--- src/rtl/twb_pkg.sv ---
package twb_pkg;
    // Byte-level sequencer states
    typedef enum logic [2:0] {
        ST_IDLE,   // bus free or after stop
        ST_ADDR,   // shifting the address byte
        ST_ACKW,   // byte complete, waiting for clock low
        ST_ACK,    // driving acknowledge during ninth pulse
        ST_DATA,   // shifting a data byte
        ST_SKIP    // not addressed: ignore until next start
    } seq_e;
endpackage

--- src/rtl/twb_cond.sv ---
// Synchroniser and bus condition detector for clock and data lines.
module twb_cond #(
    parameter int STAGES = 2
) (
    input  logic clk,
    input  logic rst_n,
    input  logic scl_i,
    input  logic sda_i,
    output logic scl_lvl,
    output logic sda_lvl,
    output logic scl_rise,
    output logic scl_fall,
    output logic start_det,
    output logic stop_det
);
    localparam int CW = 2 * STAGES;

    logic [CW-1:0] chain_q;
    logic [1:0]    prev_q;
    logic [1:0]    cur;

    assign cur = chain_q[CW-1 -: 2];

    // Reset to the idle bus level (both lines high)
    always_ff @(posedge clk or negedge rst_n) begin
        if (!rst_n) begin
            chain_q <= '1;
            prev_q  <= 2'b11;
        end else begin
            chain_q <= {chain_q[CW-3:0], scl_i, sda_i};
            prev_q  <= cur;
        end
    end

    assign scl_lvl   = cur[1];
    assign sda_lvl   = cur[0];
    assign scl_rise  = cur[1] & ~prev_q[1];
    assign scl_fall  = ~cur[1] & prev_q[1];
    assign start_det = cur[1] & prev_q[1] & prev_q[0] & ~cur[0];
    assign stop_det  = cur[1] & prev_q[1] & ~prev_q[0] & cur[0];
endmodule

--- src/rtl/twb_ring.sv ---
// Register-based circular store with one write and one read port.
module twb_ring #(
    parameter int DEPTH = 16,
    parameter int DW    = 8,
    localparam int AW   = $clog2(DEPTH)
) (
    input  logic          clk,
    input  logic          rst_n,
    input  logic          wr_en,
    input  logic [AW-1:0] wr_addr,
    input  logic [DW-1:0] wr_data,
    input  logic [AW-1:0] rd_addr,
    output logic [DW-1:0] rd_data
);
    logic [DEPTH*DW-1:0] flat;

    for (genvar g = 0; g < DEPTH; g++) begin : g_ent
        logic [DW-1:0] ent_q;
        always_ff @(posedge clk or negedge rst_n) begin
            if (!rst_n)
                ent_q <= '0;
            else if (wr_en && (wr_addr == AW'(g)))
                ent_q <= wr_data;
        end
        assign flat[g*DW +: DW] = ent_q;
    end

    assign rd_data = flat[rd_addr*DW +: DW];
endmodule

--- src/rtl/twb_slave.sv ---
// Two-wire slave write receiver with a circular page buffer (DEPTH a power of two).
module twb_slave
    import twb_pkg::*;
#(
    parameter logic [6:0] DEV_ADDR = 7'h50,
    parameter int DEPTH = 16,
    parameter int DW    = 8,
    parameter int SYNC  = 2,
    localparam int AW   = $clog2(DEPTH),
    localparam int CW   = $clog2(DEPTH + 1),
    localparam int BW   = $clog2(DW)
) (
    input  logic          clk,
    input  logic          rst_n,
    input  logic          scl_i,
    input  logic          sda_i,
    output logic          sda_oe_o,
    output logic          commit_o,
    output logic [CW-1:0] commit_cnt_o,
    input  logic [AW-1:0] rd_idx_i,
    output logic [DW-1:0] rd_data_o
);
    typedef struct packed {
        seq_e          st;
        logic [BW-1:0] bitn;
        logic [DW-1:0] sh;
        logic          ackp;
        logic          own;
        logic          oe;
        logic [CW-1:0] cnt;
        logic [AW-1:0] wp;
        logic          commit;
    } ctl_t;

    ctl_t ctl_d, ctl_q;

    logic scl_lvl, sda_lvl, scl_rise, scl_fall, start_det, stop_det;
    logic          wr_en;
    logic [DW-1:0] next_byte;
    logic [AW-1:0] rd_addr;

    twb_cond #(.STAGES(SYNC)) u_cond (
        .clk       (clk),
        .rst_n     (rst_n),
        .scl_i     (scl_i),
        .sda_i     (sda_i),
        .scl_lvl   (scl_lvl),
        .sda_lvl   (sda_lvl),
        .scl_rise  (scl_rise),
        .scl_fall  (scl_fall),
        .start_det (start_det),
        .stop_det  (stop_det)
    );

    assign next_byte = {ctl_q.sh[DW-2:0], sda_lvl};

    always_comb begin
        ctl_d        = ctl_q;
        ctl_d.commit = 1'b0;
        wr_en        = 1'b0;
        if (start_det) begin
            // start or repeated start: drop any uncommitted burst
            ctl_d.st   = ST_ADDR;
            ctl_d.bitn = '0;
            ctl_d.cnt  = '0;
            ctl_d.wp   = '0;
            ctl_d.own  = 1'b0;
            ctl_d.oe   = 1'b0;
        end else if (stop_det) begin
            ctl_d.commit = ctl_q.own;
            ctl_d.st     = ST_IDLE;
            ctl_d.own    = 1'b0;
            ctl_d.oe     = 1'b0;
        end else begin
            case (ctl_q.st)
                ST_ADDR, ST_DATA: begin
                    if (scl_rise) begin
                        ctl_d.sh   = next_byte;
                        ctl_d.bitn = ctl_q.bitn + 1'b1;
                        if (ctl_q.bitn == BW'(DW - 1)) begin
                            ctl_d.bitn = '0;
                            ctl_d.st   = ST_ACKW;
                            if (ctl_q.st == ST_ADDR) begin
                                ctl_d.ackp = (next_byte[DW-1:1] == DEV_ADDR) && !next_byte[0];
                            end else begin
                                ctl_d.ackp = 1'b1;
                                wr_en      = 1'b1;
                                ctl_d.wp   = ctl_q.wp + 1'b1;
                                if (ctl_q.cnt != CW'(DEPTH))
                                    ctl_d.cnt = ctl_q.cnt + 1'b1;
                            end
                        end
                    end
                end
                ST_ACKW: begin
                    if (scl_fall) begin
                        if (ctl_q.ackp) begin
                            ctl_d.oe  = 1'b1;
                            ctl_d.own = 1'b1;
                            ctl_d.st  = ST_ACK;
                        end else begin
                            ctl_d.st  = ST_SKIP;
                        end
                    end
                end
                ST_ACK: begin
                    if (scl_fall) begin
                        ctl_d.oe = 1'b0;
                        ctl_d.st = ST_DATA;
                    end
                end
                default: ;
            endcase
        end
    end

    always_ff @(posedge clk or negedge rst_n) begin
        if (!rst_n) begin
            ctl_q <= '{st: ST_IDLE, default: '0};
        end else begin
            ctl_q <= ctl_d;
        end
    end

    // oldest entry sits at the write pointer once the buffer has wrapped
    assign rd_addr = ((ctl_q.cnt == CW'(DEPTH)) ? ctl_q.wp : '0) + rd_idx_i;

    twb_ring #(.DEPTH(DEPTH), .DW(DW)) u_ring (
        .clk     (clk),
        .rst_n   (rst_n),
        .wr_en   (wr_en),
        .wr_addr (ctl_q.wp),
        .wr_data (next_byte),
        .rd_addr (rd_addr),
        .rd_data (rd_data_o)
    );

    assign sda_oe_o     = ctl_q.oe;
    assign commit_o     = ctl_q.commit;
    assign commit_cnt_o = ctl_q.cnt;

    p_ack_scl_low_r2: assert property (@(posedge clk) disable iff (!rst_n)
        $rose(sda_oe_o) |-> !scl_lvl);
    p_no_write_unowned_r3: assert property (@(posedge clk) disable iff (!rst_n)
        wr_en |-> ctl_q.own);
    p_commit_pulse_r5: assert property (@(posedge clk) disable iff (!rst_n)
        commit_o |=> !commit_o);
    p_cnt_cap_r6: assert property (@(posedge clk) disable iff (!rst_n)
        commit_cnt_o <= CW'(DEPTH));
    p_cnt_clear_r7: assert property (@(posedge clk) disable iff (!rst_n)
        $past(start_det) |-> (commit_cnt_o == '0));
endmodule

--- config.mk ---
export PLATFORM = sky130hd
export DESIGN_NAME = twb_slave
export DESIGN_NICKNAME = d
export VERILOG_FILES = /design/src/rtl/twb_pkg.sv /design/src/rtl/twb_cond.sv /design/src/rtl/twb_ring.sv /design/src/rtl/twb_slave.sv
export SDC_FILE = /design/constraint.sdc
export NUM_CORES = 1
export LEC_CHECK = 0
export CAP_MARGIN = 20
export CORE_AREA = 5 5 122 124
export DETAILED_ROUTE_END_ITERATION = 10
export DIE_AREA = 0 0 127 129
export PLACE_DENSITY_LB_ADDON = 0.08
export SLEW_MARGIN = 20
export SYNTH_ARGS = -nofsm -noshare
export SYNTH_HDL_FRONTEND = slang
export SYNTH_SLANG_ARGS = --single-unit
export TNS_END_PERCENT = 20
--- constraint.sdc ---
create_clock -name clk -period 4.1 [get_ports clk]
set_input_delay 0.41 -clock clk [delete_from_list [all_inputs] [get_ports clk]]
set_output_delay 0.41 -clock clk [all_outputs]
set_load 0.005 [all_outputs]
# Word level (Yosys, flattened, before mapping)
# Cells that the tools add are included.
# op_classes
add_sub_neg	4
bitwise_logic	13
eq_ne	30
reduce_logical	37
shift	1
n_mux	34
# ops
op	count
$shiftx 128x8->8	1
$mux 9	5
$eq 4x4->1 const B	8
$mux 12	2
$ne 4x4->1 const B	5
$logic_and 1x1->1	17
$eq 4x3->1 const B	4
$mux 15	1
$reduce_and 5->1	3
$mux 1	12
$mux 3	4
$mux 6	2
$mux 11	1
$pmux 3 s3	1
$reduce_bool 3->1	3
$eq 4x2->1 const B	2
$reduce_and 4->1	2
$reduce_bool 2->1	4
$and 1x1->1	7
$eq 7x7->1 const B	1
$eq 3x2->1 const B	2
$eq 3x3->1 const B	2
$mux 2	3
$not 1->1	6
19 further kinds	21
# totals
regBits	161
output_inout_bits	15
input_bits	8
elab_cells	146

# Logic depth before layout (Yosys ltp)
# depth
depth_word	8
ltp_mapped	12
depth_no_buf	11

# Cells and area by module
# A second synthesis with hierarchy kept.
# unflattened
hier_cells	522
hier_area_um2	7589.8
# modules_own_cells
module	instances	cells_per_inst	seq_area_each_um2	area_per_inst_um2
twb_ring	1	364	3203.1	5873.1
twb_slave	1	148	650.6	1526.5
twb_cond	1	10	157.7	190.2

# Least setup slack after synthesis
# No wires, ideal clock.
# synth_path
path_kind	register to output
start	register ctl_q (netlist bit commit_cnt_o[0])
end	output rd_data_o[7]
setup_slack_ps	972
stages_incl_launch_ff	13
t_required_ps	3690
arrival_time_ps	2718
n_path_buf	3
path_cell_list	dfrtp_1 -> inv_1 -> ha_1 -> nand3_1 -> nor2_1 -> ha_1 -> fa_1 -> buf_2 -> buf_2 -> buf_2 -> mux2i_1 -> a221oi_1 -> mux2_2
# synth_between
elab_chain_len	4
# synth_lines
item	line	text
start, declared	twb_slave.sv:35	ctl_t ctl_d, ctl_q;
start signal, assigned	twb_slave.sv:121	ctl_q <= ctl_d;
$eq 5x5->1	twb_slave.sv:126	assign rd_addr = ((ctl_q.cnt == CW'(DEPTH)) ? ctl_q.wp : '0) + rd_idx_i;
$mux 4	twb_slave.sv:126	
$add 4x4->4	twb_slave.sv:126	
$shiftx 128x8->8	twb_ring.sv:28	assign rd_data = flat[rd_addr*DW +: DW];
end, declared	twb_slave.sv:21	output logic [DW-1:0] rd_data_o
# Every way passes these cells.

# Worst setup path in the final report
# layout_path
start	register ctl_q (netlist bit commit_cnt_o[1])
end	output rd_data_o[4]
# The elaborated chain is that of the path after synthesis.

==> results.py <==
metrics = {
    "detailed_routing": {
        "drtIter0Drc": 263,
        "dr.pass1.iters": 4,
        "drcViolationCount": 0,
        "vias": 4670,
        "viasPerCell": 5.95,
        "totalWireLength_um": 17100,
        "antenna_left": 0,
        "avgRoutedWirePerCell_um": 21.8,
    },
    "placed_design": {
        "dp_cells": 745,
        "dp_hpwl_um": 10800,
        "gp_congestion": 0.844,
        "port_buffers": 22,
    },
    "synthesis": {
        "synth-seq-area-share_pct": 50.2,
        "yosysMostFrequentCell": "mux2_2",
        "ys_top_cells_by_area": "dfrtp_1 (48%), mux2_2 (22%), mux2i_1 (4.1%)",
        "synth_edf_count": 0,
        "ys.flop_type": "dfrtp_1",
        "ys_warn_count": 0,
        "yosys.area.top_type_share_pct": 48.3,
        "synth_cell_types": 50,
        "synth_nets": 591,
        "yosys-top-cells-count": "mux2_2 (155), dfrtp_1 (154), mux2i_1 (33)",
        "synth.cell_area_mm2": 0.00798,
        "ys_ff_latch": 160,
        "syn_inst": 571,
        "yosysTopAreaCell": "dfrtp_1",
        "synthArstFlopShare_pct": 100,
        "postSynthAreaPerCell_um2": 14.0,
    },
    "worst_setup_path": {
        "cp.arrival_ns": 3.57,
        "cp_slowest_cell": "fa_4",
        "slowest_delay_ns": 0.85,
        "crit_top_cell": "mux2_2",
        "cp_cell_sequence": "inv_2, ha_4, nand3_4, nor2_2, ha_2, fa_4, buf_12, mux2_2, o22ai_2, a221oi_1, mux2_2, dlygate4sd2_1",
        "crit_buf_inv": 3,
        "worstSetupPathType": "flop to primary output",
        "cp_top_family": "adder cells",
        "startpoint_type": "flop",
        "worstPathRequired_ns": 3.69,
        "end_kind": "primary output",
        "crit_path_max_fanout": 17,
    },
    "global_route": {
        "grt_max_degree": 100,
        "grt_pass1_vias": 5004,
        "grt-ovfl-total": 0,
        "grt_use_total_pct": 22.2,
        "grt_pass1_wl_um": 27500,
        "antenna_found_initial": 0,
    },
    "power_and_ir_drop": {
        "ir_drop_v": 0.000297,
        "power.leakage_uw": 0.00447,
        "p_per_area_mw_per_mm2": 407,
    },
    "floorplanning": {
        "rows": 43,
        "die_h_um": 129,
        "die_w_um": 127,
        "core_area_mm2": 0.0137,
        "die_area_mm2": 0.0164,
        "initial_core_util_pct": 58.4,
        "ios": 23,
    },
    "final_layout": {
        "area_growth_pct": 13.2,
        "post-route-util_pct": 66.2,
        "final_cells": 785,
        "diodes": 0,
        "fin_nets": 614,
        "multi_input_area_mm2": 0.00371,
        "layout-drive-gt1-share_pct": 46.3,
        "fill_cells": 1026,
        "seq_area_mm2": 0.00401,
    },
    "run_status": {
        "status": "finished, final reports clean",
    },
    "clock_tree": {
        "clkSinkCount": 160,
        "clock_latency_ns": 0.42,
        "clk_pin_slew_ns": 0.06,
        "cts_root_buffer": "clkbuf_16",
        "htreeDepth": 4,
        "cts_max_path_buffers": 2,
        "cts_inserted_buffers": 17,
        "cts_tree": "built",
    },
    "timing": {
        "timing.fmax_ghz": 0.252,
        "maxSlewHeadroom_pct": 37.4,
        "slew_viol_final": 0,
        "rsz0062_at_grt": "false",
        "skew_ns": 0.00829,
        "finalSetupViolCount": 0,
        "hold_violations": 0,
        "tightestPinTransition_ns": 0.939,
        "fin_crit_ns": 3.98,
        "period_share_pct": 97.0,
    },
    "worst_hold_path": {
        "min_path_type": "primary input to async pin",
    },
    "job": {
        "drv_cap": 0,
    },
}
## report_power, final
group | leakage (µW) | total [µW] | internal [µW] | switching [µW]
Combinational | 0.00199 | 267 | 136 | 131
Sequential | 0.00219 | 1840 | 1630 | 210
Clock | 0.000280 | 1570 | 981 | 590
## flip-flops by register name (all words and copies together) (netlist names)
register,cells
commit_cnt_o,5
commit_o,1
ctl_q,19
sda_oe_o,1
u_cond.chain_q,4
u_cond.prev_q,2
u_ring.g_ent.ent_q,128
## metrics by stage
stage	setup TNS, ns	area [µm²]	power, µW	setup WS, ns	hold WS, ns
6_report	0	9040	3680	0.124	0.0607
5_1_grt	0	9040	3840	0.0527	0.138
4_1_cts	-0.247	8940	3710	-0.133	0.123
3_5_place_dp	0	8220	2130	0.0456	0.347
3_3_place_gp	0	8220	2120	0.0674	0.347
2_1_floorplan	0	7980	2110	0.972	0.114
## cells by family (layout without fill, tap and decap cells)
family	after synthesis	in the layout	synth area share (%)
muxes	208	208	29.8
adders and majority gates	12	12	1.97
AOI/OAI and AO/OA	53	53	4.65
xor gates and xnor gates	10	10	1.19
buffers and inverters	53	87	4.98
DFF	160	160	50.2
and+or+nand+nor	75	75	7.19
## worst register-to-register path, stage by stage, from the launching register on
cell     delay (ns)
dfrtp_1        0.38
ha_1           0.16
ha_1           0.20
nand2_1        0.10
nor4_4         0.18
buf_4          0.46
nand4_2        0.46
mux2_2         0.42
## layout make-up
cell class,instances,share of cell area (%)
inverters,10,0.415
repair buffers,47,5.22
clock buffers,24,5.22
clock inverters,6,1.19
well taps,180,2.49
multi-input cells,358,41.1
flip-flops and latches,160,44.4
## metal layers
layer  wire length [µm]  global-route usage [%]  share of wire [%]
met3                607                    5.02                3.5
met2               8290                    36.0                 48
met5                  0                       0                  0
met1               7950                    30.7                 46
met4                267                    5.49                1.6
## worst paths after layout
check	cells after the start	from	slack, ns	to
min	1	rst_n	0.06	u_ring.g_ent[6].ent_q[1]
max reg2reg	7	ctl_q[21]	1.62	u_ring.g_ent[14].ent_q[4]
min in group clk	0	u_cond.chain_q[1]	0.36	u_cond.chain_q[3]
min reg2reg	0	u_cond.chain_q[1]	0.36	u_cond.chain_q[3]
max in group asynchronous	2	rst_n	2.96	u_ring.g_ent[2].ent_q[7]
max	12	commit_cnt_o[1]	0.12	rd_data_o[4]
## layout by cell type, fill, tap and decap left out, types with 12 or more instances in the layout
master,netlist,layout
clkbuf_16,0,17
a221oi_1,16,12
buf_4,8,19
mux2_4,20,22
nand3_4,11,12
clkdlybuf4s50_1,0,13
mux2i_1,33,33
mux2_2,155,153
nor2_1,21,18
dfrtp_1,154,152
## what timing repair did
action	4_1_cts	5_1_grt
cloned	1	0
endpoints found under the setup margin	8	8
pin swaps	2	7
gates resized for setup	21	19
hold buffers	0	0
setup buffers	5	4
No activity file was read; power rests on OpenSTA's default activity.
